==> src/rtl/flash_seq_pkg.sv <==
package flash_seq_pkg;
  typedef enum logic [1:0] {
    REQ_NONE  = 2'd0,
    REQ_PROG  = 2'd1,
    REQ_ER4K  = 2'd2,
    REQ_ER32K = 2'd3
  } req_kind_e;

  localparam logic [7:0] OPC_PROG  = 8'h02;
  localparam logic [7:0] OPC_ER4K  = 8'h20;
  localparam logic [7:0] OPC_ER32K = 8'h52;
  localparam int unsigned HDR_BYTES = 4;

  function automatic req_kind_e decode_opc(input logic [7:0] b);
    case (b)
      OPC_PROG:  return REQ_PROG;
      OPC_ER4K:  return REQ_ER4K;
      OPC_ER32K: return REQ_ER32K;
      default:   return REQ_NONE;
    endcase
  endfunction
endpackage

==> src/rtl/seq_frame_rx.sv <==
module seq_frame_rx
  import flash_seq_pkg::*;
#(
  parameter int unsigned ADDR_W = 17,
  parameter int unsigned PAGE_W = 8
) (
  input  logic              clk_i,
  input  logic              rst_ni,
  input  logic              frame_i,
  input  logic              byte_valid_i,
  input  logic [7:0]        byte_i,
  output req_kind_e         kind_o,
  output logic [ADDR_W-1:0] addr_o,
  output logic              hdr_done_o,
  output logic [PAGE_W:0]   data_cnt_o,
  output logic              wr_en_o,
  output logic [PAGE_W-1:0] wr_off_o,
  output logic [7:0]        wr_data_o
);
  localparam logic [PAGE_W:0] PAGE_BYTES = (PAGE_W+1)'(1 << PAGE_W);

  req_kind_e         kind_q;
  logic [2:0]        hdr_q;
  logic [ADDR_W-1:0] addr_q;
  logic [PAGE_W:0]   cnt_q;
  logic [PAGE_W-1:0] idx_q;

  always_ff @(posedge clk_i or negedge rst_ni) begin
    if (!rst_ni) begin
      kind_q <= REQ_NONE;
      hdr_q  <= '0;
      addr_q <= '0;
      cnt_q  <= '0;
      idx_q  <= '0;
    end else if (!frame_i) begin
      kind_q <= REQ_NONE;
      hdr_q  <= '0;
      addr_q <= '0;
      cnt_q  <= '0;
      idx_q  <= '0;
    end else if (byte_valid_i) begin
      if (hdr_q == 3'd0) begin
        kind_q <= decode_opc(byte_i);
        hdr_q  <= 3'd1;
      end else if (hdr_q < 3'(HDR_BYTES)) begin
        // upper address bits fall off the top of the shift
        addr_q <= {addr_q[ADDR_W-9:0], byte_i};
        hdr_q  <= hdr_q + 3'd1;
      end else begin
        if (cnt_q != PAGE_BYTES) cnt_q <= cnt_q + 1'b1;
        idx_q <= idx_q + 1'b1;
      end
    end
  end

  assign kind_o     = kind_q;
  assign addr_o     = addr_q;
  assign hdr_done_o = (hdr_q == 3'(HDR_BYTES));
  assign data_cnt_o = cnt_q;
  assign wr_en_o    = frame_i && byte_valid_i && hdr_done_o && (kind_q == REQ_PROG);
  assign wr_off_o   = addr_q[PAGE_W-1:0] + idx_q;
  assign wr_data_o  = byte_i;

  a_r8_cnt_bound: assert property (@(posedge clk_i) disable iff (!rst_ni)
    cnt_q <= PAGE_BYTES);

  a_r12_idle_clear: assert property (@(posedge clk_i) disable iff (!rst_ni)
    !frame_i |=> (hdr_q == 3'd0 && cnt_q == '0));
endmodule

==> src/rtl/seq_page_buf.sv <==
module seq_page_buf #(
  parameter int unsigned PAGE_W = 8
) (
  input  logic              clk_i,
  input  logic              wr_en_i,
  input  logic [PAGE_W-1:0] wr_off_i,
  input  logic [7:0]        wr_data_i,
  input  logic [PAGE_W-1:0] rd_idx_i,
  output logic [7:0]        rd_data_o
);
  localparam int unsigned DEPTH = 1 << PAGE_W;

  logic [7:0] mem_q [DEPTH];

  always_ff @(posedge clk_i) begin
    if (wr_en_i) mem_q[wr_off_i] <= wr_data_i;
  end

  assign rd_data_o = mem_q[rd_idx_i];
endmodule

==> src/rtl/seq_req_gen.sv <==
module seq_req_gen
  import flash_seq_pkg::*;
#(
  parameter int unsigned ADDR_W = 17,
  parameter int unsigned PAGE_W = 8,
  parameter int unsigned E4_W   = 12,
  parameter int unsigned E32_W  = 15
) (
  input  logic              clk_i,
  input  logic              rst_ni,
  input  logic              frame_i,
  input  logic              busy_i,
  input  req_kind_e         kind_i,
  input  logic [ADDR_W-1:0] addr_i,
  input  logic              hdr_done_i,
  input  logic [PAGE_W:0]   data_cnt_i,
  output logic              req_valid_o,
  output req_kind_e         req_kind_o,
  output logic [ADDR_W-1:0] req_addr_o,
  output logic [PAGE_W:0]   req_len_o
);
  localparam logic [ADDR_W-1:0] MASK4  = ~((ADDR_W)'((1 << E4_W) - 1));
  localparam logic [ADDR_W-1:0] MASK32 = ~((ADDR_W)'((1 << E32_W) - 1));
  localparam logic [PAGE_W:0]   PAGE_BYTES = (PAGE_W+1)'(1 << PAGE_W);

  logic frame_q;
  logic frame_end, accept;
  logic [ADDR_W-1:0] base;

  assign frame_end = frame_q && !frame_i;

  always_comb begin
    accept = 1'b0;
    base   = addr_i;
    unique case (kind_i)
      REQ_PROG:  accept = data_cnt_i != '0;
      REQ_ER4K:  begin accept = data_cnt_i == '0; base = addr_i & MASK4;  end
      REQ_ER32K: begin accept = data_cnt_i == '0; base = addr_i & MASK32; end
      default:   accept = 1'b0;
    endcase
    accept = accept && hdr_done_i && !busy_i;
  end

  always_ff @(posedge clk_i or negedge rst_ni) begin
    if (!rst_ni) begin
      frame_q     <= 1'b0;
      req_valid_o <= 1'b0;
      req_kind_o  <= REQ_NONE;
      req_addr_o  <= '0;
      req_len_o   <= '0;
    end else begin
      frame_q     <= frame_i;
      req_valid_o <= frame_end && accept;
      if (frame_end && accept) begin
        req_kind_o <= kind_i;
        req_addr_o <= base;
        req_len_o  <= (kind_i == REQ_PROG) ? data_cnt_i : '0;
      end
    end
  end

  a_r11_single_pulse: assert property (@(posedge clk_i) disable iff (!rst_ni)
    req_valid_o |=> !req_valid_o);

  a_r11_after_close: assert property (@(posedge clk_i) disable iff (!rst_ni)
    req_valid_o |-> !$past(frame_i));

  a_r10_no_issue_busy: assert property (@(posedge clk_i) disable iff (!rst_ni)
    req_valid_o |-> !$past(busy_i));

  a_r3_align_4k: assert property (@(posedge clk_i) disable iff (!rst_ni)
    (req_valid_o && req_kind_o == REQ_ER4K) |->
      (req_addr_o[E4_W-1:0] == '0 &&
       req_addr_o[ADDR_W-1:E4_W] == $past(addr_i[ADDR_W-1:E4_W])));

  a_r4_align_32k: assert property (@(posedge clk_i) disable iff (!rst_ni)
    (req_valid_o && req_kind_o == REQ_ER32K) |->
      (req_addr_o[E32_W-1:0] == '0 &&
       req_addr_o[ADDR_W-1:E32_W] == $past(addr_i[ADDR_W-1:E32_W])));

  a_r6_prog_len: assert property (@(posedge clk_i) disable iff (!rst_ni)
    (req_valid_o && req_kind_o == REQ_PROG) |->
      (req_len_o != '0 && req_len_o <= PAGE_BYTES));
endmodule

==> src/rtl/flash_cmd_seq.sv <==
module flash_cmd_seq
  import flash_seq_pkg::*;
#(
  parameter int unsigned ADDR_W = 17,
  parameter int unsigned PAGE_W = 8,
  parameter int unsigned E4_W   = 12,
  parameter int unsigned E32_W  = 15
) (
  input  logic              clk_i,
  input  logic              rst_ni,
  input  logic              frame_i,
  input  logic              byte_valid_i,
  input  logic [7:0]        byte_i,
  input  logic              busy_i,
  output logic              req_valid_o,
  output logic [1:0]        req_type_o,
  output logic [ADDR_W-1:0] req_addr_o,
  output logic [PAGE_W:0]   req_len_o,
  input  logic [PAGE_W-1:0] buf_idx_i,
  output logic [7:0]        buf_data_o
);
  req_kind_e         kind, req_kind;
  logic [ADDR_W-1:0] addr;
  logic              hdr_done;
  logic [PAGE_W:0]   data_cnt;
  logic              wr_en;
  logic [PAGE_W-1:0] wr_off;
  logic [7:0]        wr_data;

  seq_frame_rx #(.ADDR_W(ADDR_W), .PAGE_W(PAGE_W)) u_rx (
    .clk_i, .rst_ni, .frame_i, .byte_valid_i, .byte_i,
    .kind_o(kind), .addr_o(addr), .hdr_done_o(hdr_done),
    .data_cnt_o(data_cnt), .wr_en_o(wr_en), .wr_off_o(wr_off),
    .wr_data_o(wr_data)
  );

  seq_page_buf #(.PAGE_W(PAGE_W)) u_buf (
    .clk_i, .wr_en_i(wr_en), .wr_off_i(wr_off), .wr_data_i(wr_data),
    .rd_idx_i(buf_idx_i), .rd_data_o(buf_data_o)
  );

  seq_req_gen #(.ADDR_W(ADDR_W), .PAGE_W(PAGE_W), .E4_W(E4_W), .E32_W(E32_W)) u_gen (
    .clk_i, .rst_ni, .frame_i, .busy_i,
    .kind_i(kind), .addr_i(addr), .hdr_done_i(hdr_done), .data_cnt_i(data_cnt),
    .req_valid_o, .req_kind_o(req_kind), .req_addr_o, .req_len_o
  );

  assign req_type_o = req_kind;

  a_r9_no_write_unknown: assert property (@(posedge clk_i) disable iff (!rst_ni)
    wr_en |-> (kind == REQ_PROG && frame_i));
endmodule

==> config.mk <==
export PLATFORM = sky130hd
export DESIGN_NAME = flash_cmd_seq
export DESIGN_NICKNAME = d
export VERILOG_FILES = /design/src/rtl/flash_seq_pkg.sv /design/src/rtl/seq_frame_rx.sv /design/src/rtl/seq_page_buf.sv /design/src/rtl/seq_req_gen.sv /design/src/rtl/flash_cmd_seq.sv
export SDC_FILE = /design/constraint.sdc
export NUM_CORES = 2
export LEC_CHECK = 0
export BUFFER_PORTS_ARGS = -buffer_cell sky130_fd_sc_hd__buf_2
export CORE_MARGIN = 2
export CORE_UTILIZATION = 42
export DETAILED_ROUTE_END_ITERATION = 16
export HOLD_SLACK_MARGIN = 0.05
export PLACE_DENSITY = 0.63
export SLEW_MARGIN = 20
export SYNTH_ARGS = -nofsm -noshare
export SYNTH_HDL_FRONTEND = slang
export SYNTH_SLANG_ARGS = --single-unit
==> constraint.sdc <==
create_clock -name clk_i -period 5.05 [get_ports clk_i]
set_input_delay 0.7575 -clock clk_i [delete_from_list [all_inputs] [get_ports clk_i]]
set_output_delay 0.7575 -clock clk_i [all_outputs]
set_load 0.01 [all_outputs]
==> results.py <==
metrics = {
    "status": {
        "status": "complete, no violations",
    },
    "sta": {
        "setup_ws_ns": 0.154,
        "relSlewSlack": 0.266,
        "max_freq_mhz": 204,
        "hold_viol_final": 0,
        "final-max-slew-violation-count": 0,
        "setup_viol": 0,
        "worst_slew_pin_slew_ns": 1.10,
        "final.setup.tns_ns": 0,
        "finalClockSkew_ns": 0.0336,
        "min_period_over_period": 0.969,
        "min_period_ns": 4.90,
        "rsz0062_at_grt": "false",
    },
    "clock_tree": {
        "ctsHoldBuffers": 0,
        "numCtsBuffers": 204,
        "cts_htree_levels": 4,
        "cts.repair.resized": 0,
        "clock-sinks": 2117,
        "cts.reportedPaths.clkPinSlew_ns": 0.06,
        "post_cts.repair.setup_buffers": 0,
        "root_buffer": "clkbuf_16",
        "cts_max_path_buffers": 3,
        "clock_latency_ns": 0.85,
        "cts_tree": "built",
    },
    "floorplanning": {
        "num_io_pins": 58,
        "rows": 163,
        "dieArea_um2": 201000,
        "initial_core_util": 0.422,
        "core_um2": 197000,
        "die_x_um": 449,
        "die_y_um": 449,
    },
    "min_path": {
        "hold_class": "input pin to asynchronous set/reset pin",
    },
    "synth": {
        "yosysUniqueCellTypes": 67,
        "synth_seq_area_share": 0.761,
        "ys_seq_elements": 2117,
        "synth_area_leaders": "edfxtp_1, mux4_2, dfrtp_1, nor3_1, mux2i_1",
        "yosysWarningCount": 0,
        "synth-edff-count": 2048,
        "synth_cells": 3927,
        "ys_dominant_reg_cell": "edfxtp_1",
        "synthArstFlopShare": 0.0326,
        "synth.most_common_cell": "edfxtp_1",
        "synth_nets": 3961,
        "synth_top_cell_by_area": "edfxtp_1",
        "synthTopCellsByCount": "edfxtp_1, mux4_2, nor3_1",
        "synth_top_area_share": 0.740,
        "avgSynthCellArea_um2": 21.2,
        "synthesis.area_um2": 83100,
    },
    "critical_path": {
        "path_buf_inv": 6,
        "r2r_slack_ns": 0.78,
        "cp_slowest_cell": "nor4_1",
        "path_class": "input pin to primary output",
        "critPathTopFamily": "buffers and inverters",
        "critPathRequiredTime_ns": 4.29,
        "crit_chain": "buf_6 > buf_4 > nand2_1 > a211oi_1 > a2111oi_0 > buf_4 > nor4_1 > buf_4 > nand4_1 > o22ai_1 > buf_4 > a22oi_1 > buf_2",
        "worst_ep_arrival_time_ns": 4.14,
        "timing.critical_path.mode_cell": "buf_4",
        "critPathMaxFanout": 31,
        "cp-end-kind": "primary output",
        "startpoint_type": "input pin",
        "critPathMaxStageDelay_ns": 0.48,
    },
    "placement": {
        "dpl.hpwl_um": 126000,
        "portBuffers": 57,
        "routabilityCongestion": 0.829,
        "detailedPlace.worstSlack_ns": 0.127,
    },
    "grt": {
        "antenna_found_initial": 9,
        "overflow": 0,
        "grt_pass1_vias": 42000,
        "grtUsageTotal": 0.201,
        "grt_max_degree": 182,
        "grt_first_pass_wirelength_um": 296000,
    },
    "finish": {
        "area_growth_pct": 15.6,
        "seqCellArea_um2": 63200,
        "multi_input_area_um2": 18500,
        "drive_above_1_share": 0.298,
        "nFillCells": 15900,
        "nets": 4433,
    },
    "route": {
        "wl_per_cell_um": 28.3,
        "routed_wl_um": 204000,
        "via_per_inst": 5.79,
        "drt_first_pass_iters": 5,
        "via_count": 41700,
        "drt-initial-drc-count": 5103,
        "drcViolationCount": 0,
        "ant_nets": 0,
    },
    "power_and_ir_drop": {
        "seqPwrFrac": 0.528,
        "clkPwrFrac": 0.419,
        "peakVddDrop_uv": 365,
        "p_leak_nw": 30.8,
        "netSwitchingFraction": 0.213,
        "pwr-share-comb": 0.053,
        "p_int_mw": 28.7,
        "power.switching_mw": 7.79,
        "report.power.total_mw": 36.5,
        "power.density_nw_per_um2": 380,
    },
    "job": {
        "drv_cap": 0,
    },
}
-- cell families (layout without fill, tap and decap cells) --
family | Yosys count | count (layout) | synth area share
other | 0 | 1 | 0
buffers and inverters | 277 | 925 | 0.0186
adder cells (fa/ha/maj) | 13 | 13 | 0.00205
AND/OR/NAND/NOR | 544 | 544 | 0.0327
XOR/XNOR | 28 | 28 | 0.00313
AO/OA/AOI/OAI | 305 | 305 | 0.0260
flip-flops | 2117 | 2117 | 0.761
multiplexers | 643 | 643 | 0.157
-- metal layers --
layer,track usage,share of wire,up-vias
met5,0,0.00010,-
met4,0.0550,0.026,4
met3,0.0410,0.082,284
met2,0.317,0.48,1758
met1,0.286,0.42,22200
li1,-,-,17500
-- power groups by stage --
stage | combinational [mW] | sequential (mW) | clock (mW)
after floorplan | 1.02 | 19.6 | 0
after global placement | 1.91 | 19.6 | 0
after detailed placement | 1.93 | 19.7 | 0
after CTS | 1.94 | 19.3 | 15.5
after global routing | 2.02 | 19.3 | 16.2
final | 1.92 | 19.3 | 15.3
-- path summary, 6_finish.rpt --
path                                       from                    to  cells past startpoint
setup / recovery                   buf_idx_i[3]         buf_data_o[1]                     13
setup reg to reg                 u_rx.addr_o[0]   u_buf.mem_q[137][4]                     12
hold / removal                           rst_ni    u_rx.data_cnt_o[3]                      2
hold reg to reg            u_gen.req_addr_o[12]  u_gen.req_addr_o[12]                      2
max in group asynchronous                rst_ni       u_rx.addr_o[13]                      2
min in group clk_i                 byte_valid_i         u_rx.hdr_q[2]                      3
-- state kept, by name, summed over array words and instances, names as in the netlist, 2 cells and up --
register          cells
u_rx.hdr_q            3
u_gen.req_addr_o     17
u_rx.idx_q            8
u_rx.data_cnt_o       9
u_buf.mem_q        2048
u_gen.req_len_o       9
u_rx.addr_o          17
u_gen.req_kind_o      2
u_rx.kind_o           2
-- metrics by stage --
step | instance area (µm²) | hold WS [ns] | utilization | std cells
4_1_cts | 96100 | 0.110 | 0.488 | 7215
3_5_place_dp | 89400 | 0.470 | 0.454 | 6833
5_1_grt | 96100 | 0.198 | 0.488 | 7215
6_report | 96100 | 0.149 | 0.488 | 7216
2_1_floorplan | 83100 | 0.462 | - | 3927
3_3_place_gp | 89300 | 0.467 | 0.453 | 6832
-- layout make-up --
class                   count  share of cell area
clock inverters           121              0.0135
inverters                  29             0.00113
multi-input cells        1533               0.192
clock buffers             261              0.0564
flip-flops and latches   2117               0.658
repair buffers            514              0.0442
well taps                2640              0.0344
diodes                      1           0.0000260
-- cells in the final DEF (no fill, tap or decap), types with 10 or more instances in the layout --
cell / instances
a211oi_1: 21
a21oi_1: 39
a221oi_1: 17
a22o_1: 39
a22oi_1: 45
a31oi_1: 13
buf_12: 34
buf_2: 44
buf_4: 424
bufinv_16: 23
clkbuf_1: 51
clkbuf_16: 208
clkinv_1: 41
clkinv_2: 34
dfrtp_1: 69
edfxtp_1: 2048
ha_1: 12
inv_1: 29
mux2i_1: 109
mux4_2: 527
nand2_1: 75
nand3_1: 65
nand4_1: 10
nor2_1: 50
nor2b_1: 25
nor3_1: 257
o211ai_1: 22
o21ai_0: 49
o221ai_1: 10
o22ai_1: 11
xnor2_1: 12
xor2_1: 13
Power figures use the tool's default switching activity.
